`config.mk`:
```
export PLATFORM = sky130hd
export DESIGN_NAME = escalating_watchdog
export DESIGN_NICKNAME = d
export VERILOG_FILES = /design/src/rtl/escalating_watchdog.sv
export SDC_FILE = /design/constraint.sdc
export NUM_CORES = 1
export LEC_CHECK = 0
export ABC_AREA = 1
export BUFFER_PORTS_ARGS = -buffer_cell sky130_fd_sc_hd__buf_2
export CAP_MARGIN = 15
export CORE_UTILIZATION = 45
export DETAILED_ROUTE_END_ITERATION = 10
export MAX_ROUTING_LAYER = met4
export PLACE_DENSITY = 0.69
export SLEW_MARGIN = 20
export SYNTH_ARGS = -nofsm -noshare
export SYNTH_HDL_FRONTEND = slang
export SYNTH_SLANG_ARGS = --single-unit
```
`constraint.sdc`:
```
create_clock -name clk -period 2.13 [get_ports clk]
set_clock_uncertainty 0.05 [all_clocks]
set_input_delay 0.426 -clock clk [delete_from_list [all_inputs] [get_ports clk]]
set_output_delay 0.426 -clock clk [all_outputs]
set_load 0.1 [all_outputs]
```
`src/rtl/escalating_watchdog.sv`:
```
module escalating_watchdog #(
  parameter int          CNT_W       = 32,
  parameter int          ADDR_W      = 8,
  parameter logic [31:0] RESTART_KEY = 32'h76
) (
  input  logic              clk,
  input  logic              rst_n,
  input  logic              psel,
  input  logic              penable,
  input  logic              pwrite,
  input  logic [ADDR_W-1:0] paddr,
  input  logic [31:0]       pwdata,
  output logic [31:0]       prdata,
  input  logic              count_en_i,
  input  logic              pause_i,
  output logic              irq_o,
  output logic              sys_rst_o
);

  localparam int PW_W = 9;
  localparam logic [ADDR_W-1:0] A_CTRL    = ADDR_W'(8'h00);
  localparam logic [ADDR_W-1:0] A_LOAD    = ADDR_W'(8'h04);
  localparam logic [ADDR_W-1:0] A_COUNT   = ADDR_W'(8'h08);
  localparam logic [ADDR_W-1:0] A_RESTART = ADDR_W'(8'h0C);
  localparam logic [ADDR_W-1:0] A_STATUS  = ADDR_W'(8'h10);
  localparam logic [ADDR_W-1:0] A_IRQCLR  = ADDR_W'(8'h14);

  logic             en_q, mode_q, test_q, irq_q, stage_q, rst_active_q;
  logic [2:0]       width_q;
  logic [CNT_W-1:0] load_q, cnt_q;
  logic [PW_W-1:0]  pulse_q;

  logic wr, rd, wr_ctrl, wr_load, restart_hit, clr_hit, en_rise, tick, timeout, escalate;

  assign wr          = psel && penable && pwrite;
  assign rd          = psel && penable && !pwrite;
  assign wr_ctrl     = wr && (paddr == A_CTRL);
  assign wr_load     = wr && (paddr == A_LOAD);
  assign restart_hit = wr && (paddr == A_RESTART) && (pwdata == RESTART_KEY);
  assign clr_hit     = rd && (paddr == A_IRQCLR);
  assign en_rise     = wr_ctrl && pwdata[0] && !en_q;
  assign tick        = en_q && !rst_active_q && count_en_i && !pause_i && !restart_hit;
  assign timeout     = tick && (cnt_q == '0);
  assign escalate    = timeout && (!mode_q || stage_q);

  assign irq_o     = irq_q;
  assign sys_rst_o = rst_active_q;

  always_ff @(posedge clk) begin
    if (!rst_n || (rst_active_q && pulse_q == '0)) begin
      en_q         <= 1'b0;
      mode_q       <= 1'b0;
      test_q       <= 1'b0;
      width_q      <= '0;
      load_q       <= '0;
      cnt_q        <= '0;
      irq_q        <= 1'b0;
      stage_q      <= 1'b0;
      rst_active_q <= 1'b0;
      pulse_q      <= '0;
    end else if (rst_active_q) begin
      pulse_q <= pulse_q - 1'b1;
    end else begin
      if (wr_ctrl) begin
        en_q    <= en_q | pwdata[0];
        mode_q  <= pwdata[1];
        test_q  <= pwdata[2];
        width_q <= pwdata[6:4];
      end
      if (wr_load) load_q <= pwdata[CNT_W-1:0];
      if (clr_hit) irq_q <= 1'b0;
      if (en_rise) begin
        cnt_q <= load_q;
      end else if (restart_hit && en_q) begin
        cnt_q   <= load_q;
        irq_q   <= 1'b0;
        stage_q <= 1'b0;
      end else if (timeout) begin
        cnt_q <= load_q;
        if (escalate) begin
          rst_active_q <= 1'b1;
          pulse_q      <= (PW_W'(2) << width_q) - 1'b1;
        end else begin
          irq_q   <= 1'b1;
          stage_q <= 1'b1;
        end
      end else if (tick) begin
        cnt_q <= cnt_q - 1'b1;
      end
    end
  end

  always_comb begin
    case (paddr)
      A_CTRL:   prdata = {25'd0, width_q, 1'b0, test_q, mode_q, en_q};
      A_LOAD:   prdata = 32'(load_q);
      A_COUNT:  prdata = test_q ? 32'(cnt_q) : 32'd0;
      A_STATUS: prdata = {31'd0, irq_q};
      default:  prdata = 32'd0;
    endcase
  end


  enable_lock_chk: assert property (@(posedge clk) disable iff (!rst_n)
    (en_q && !rst_active_q) |=> en_q);


  pause_hold_chk: assert property (@(posedge clk) disable iff (!rst_n)
    (pause_i && en_q && !rst_active_q && !restart_hit) |=> ($stable(cnt_q) && !sys_rst_o));


  gate_hold_chk: assert property (@(posedge clk) disable iff (!rst_n)
    (!count_en_i && en_q && !rst_active_q && !restart_hit) |=> $stable(cnt_q));


  direct_reset_chk: assert property (@(posedge clk) disable iff (!rst_n)
    (timeout && !mode_q) |=> (sys_rst_o && !$rose(irq_o)));


  first_stage_chk: assert property (@(posedge clk) disable iff (!rst_n)
    (timeout && mode_q && !stage_q) |=> (irq_o && !sys_rst_o));


  restart_reload_chk: assert property (@(posedge clk) disable iff (!rst_n)
    (restart_hit && en_q && !rst_active_q) |=> (cnt_q == $past(load_q) && !irq_o));


  irq_clear_chk: assert property (@(posedge clk) disable iff (!rst_n)
    (clr_hit && !timeout && !rst_active_q) |=> !irq_o);


  pulse_min_chk: assert property (@(posedge clk) disable iff (!rst_n)
    $rose(sys_rst_o) |=> sys_rst_o);

endmodule

```
==> impl_metrics.csv <==
group,metric,value,unit
status,outcome,"complete, no violations",
placed_design,io_buffers,80,
layout,nFillCells,1094,
setup_path,end_kind,"output port",
setup_path,critical_path_arrival,1.65,ns
pwr,finalPower,3.44,mW
layout,diodes,0,
setup_path,worstPathCellList,"buf_2, buf_4, nand3_2, nor2_4, buf_12, buf_4, nand2_1, o221ai_4, buf_12",
layout,nets,1114,
route,routed_via_density,5.37,
setup_path,worst_path_largest_cell_delay,0.21,ns
placed_design,place_area,7610,sq um
yosys,ys_seq_area_frac,0.296,
clocking,insertion_delay,0.35,ns
setup_path,path_class,"in2out",
route,wl_per_cell,15.3,microns
layout,register_area,1650,sq um
yosys,synth-seq-cells,82,
route,drt_iter0_drc,681,
sta,rsz0062_at_grt,"yes",
job,maxCapViolations,0,
setup_path,critPathTopFamily,"buffers and inverters",
grt,antenna_found_initial,0,
route,wl,18.6,mm
route,ant_nets,0,
clocking,cts_tree,"yes",
route,drc_errors,0,
yosys,synth_cell_types,37,
pwr,worst_ir_drop_vdd,0.295,mV
grt,track_usage,0.307,
layout,layout_commonest_cell,"nand2_1",
setup_path,crit_buf_inv,5,
yosys,syn-instance-count,928,
grt,grt_remaining_overflow,0,
layout,final_layout_size_suffix_gt1_frac,0.230,
floorplan,row_count,40,
grt,grt_max_degree,62,
floorplan,fp.dieH,113,microns
route,first_pass_iters,5,
sta,setup_viol,0,
grt,grtUsageMet1,0.422,
placed_design,hpwl,13.7,mm
pwr,p_leak,3.65,nW
yosys,syn_area_per_cell,5.97,sq um
setup_path,critPathRequiredTime,1.65,ns
yosys,syn-cell-area,5540,sq um
sta,finalCritPeriodShare,0.996,
worst_hold_path,hp-class,"in2reg",
yosys,synth_edf_count,0,
layout,fin_util,0.668,
setup_path,crit_fanout,6,
pwr,powerDensity,429,nW/um^2
route,vias,6535,
layout,multiInputGateArea,3830,sq um
setup_path,slowest_stage,"buf_12",
grt,busiest_layer,"met2",
floorplan,core,12000,sq um
yosys,ys_dominant_reg_cell,"dfxtp_1",
clocking,numCtsBuffers,9,
sta,drv_slew,0,
yosys,yosysWarnings,0,
sta,relSlewSlack,0.673,
grt,use_met2,0.469,
sta,hold_violations,0,
clocking,clock_path_buffers,2,
sta,worst_slew_pin_slew,0.494,ns
sta,fin_crit,2.12,ns
setup_path,cp-start-kind,"primary input",
clocking,cts_num_sinks,82,
clocking,clk_pin_slew_worst_paths,0.06,ns
yosys,synth_nets,977,
grt,met3_usage,0.0455,
yosys,async_flop_share,0,
clocking,holdBufCountCts,0,
layout,final_cell_mix,"248 x nand2_1, 199 x nor2_1, 97 x inv_1",
sta,fmax,471,MHz
grt,grt_pass1_wl,29.9,mm
layout,design_area,8030,sq um
grt,grt_pass1_vias,5997,
placed_design,place_congestion,0.973,
clocking,htree_levels,3,
floorplan,dieArea,12800,sq um
clocking,cts_root_buf,"clkbuf_16",
floorplan,start_util,0.461,
floorplan,die_w,113,microns
layout,area_growth,44.9,%
floorplan,ios,81,
worst reg2reg max path, stage by stage, from the launching register on:
cell and delay [ns]:
dfxtp_1 0.33, nor2_1 0.20, nand2_1 0.14, nor2_1 0.20
nand2_1 0.12, nor2_4 0.13, nand3_1 0.12, nand2_2 0.13
o21ai_4 0.08, buf_12 0.18, a21oi_1 0.16, nor2_1 0.06
worst paths after layout:
check | startpoint | end | slack (ns) | cells past startpoint
worst max-delay path | paddr[2] | prdata[5] | 0.008 | 9
worst max register to register | cnt_q[24] | cnt_q[21] | 0.13 | 11
worst min-delay path | pwdata[0] | en_q | 0.36 | 3
worst min register to register | stage_q | stage_q | 0.43 | 2
report_power, final:
group	switching, mW	internal, mW	total (mW)	leakage [nW]
logic	0.136	0.119	0.254	2.84
clock network	0.727	0.930	1.66	0.149
registers	0.000846	1.53	1.53	0.661
metrics by stage:
stage	std cells	TNS (ns)	worst slack [ns]	hold slack (ns)
after detailed placement	1199	-2.87	-0.130	0.404
after floorplan	928	-0.0987	-0.0359	0.379
after CTS	1215	-0.00687	-0.00569	0.357
final	1217	0	0.00787	0.363
after global routing	1217	-0.786	-0.0453	0.388
after global placement	1199	-0.294	-0.0257	0.386
Yosys cell counts (all sizes together), types with 2 or more instances:
cell type	n	area, sq um
o21ai	39	206
xor2	31	272
o221ai	5	43.8
nor2	211	815
buf	22	111
o22ai	6	37.5
xnor2	2	17.5
nor4	4	25.0
clkbuf	18	67.6
a21oi	24	120
ha	2	25.0
a211oi	29	218
nand2	251	945
nand4	45	282
nand3	40	215
inv	102	383
o211ai	2	15.0
nor3	2	21.3
a22oi	4	30.0
dfxtp	82	1640
repair_timing:
action,4_1_cts,5_1_grt
endpoints found under the setup margin,31,70
pin swaps,1,1
cloned,0,1
setup buffers,0,1
gates resized for setup,2,16
metal layers:
metal  part of all wire  vias up
met5                  0        -
li1                   -     3267
met1               0.45     2960
met3              0.078       39
met4              0.022        0
met2               0.45      269
flip-flops by register name, summed over array words and instances (netlist names):
signal	flops
sys_rst_o	1
mode_q	1
cnt_q	32
test_q	1
stage_q	1
irq_o	1
width_q	3
pulse_q	9
load_q	32
en_q	1
kinds of logic (layout without fill, tap and decap cells):
group / after synthesis / after routing / share of synthesized area
fa+ha+maj: 2 / 2 / 0.00452
compound gates: 113 / 113 / 0.127
simple gates: 555 / 555 / 0.418
xor+xnor: 33 / 33 / 0.0522
flops: 82 / 82 / 0.296
buf+inv: 143 / 285 / 0.102
cell type report:
| class | count | share of cell area |
|---|---|---|
| multi-input combinational | 703 | 0.477 |
| timing repair buffer | 166 | 0.208 |
| sequential | 82 | 0.205 |
| inverter | 103 | 0.0485 |
| clock buffer | 9 | 0.0281 |
| tap | 147 | 0.0229 |
| clock inverter | 7 | 0.0104 |
Note: power is estimated with default switching activity, not from simulation.
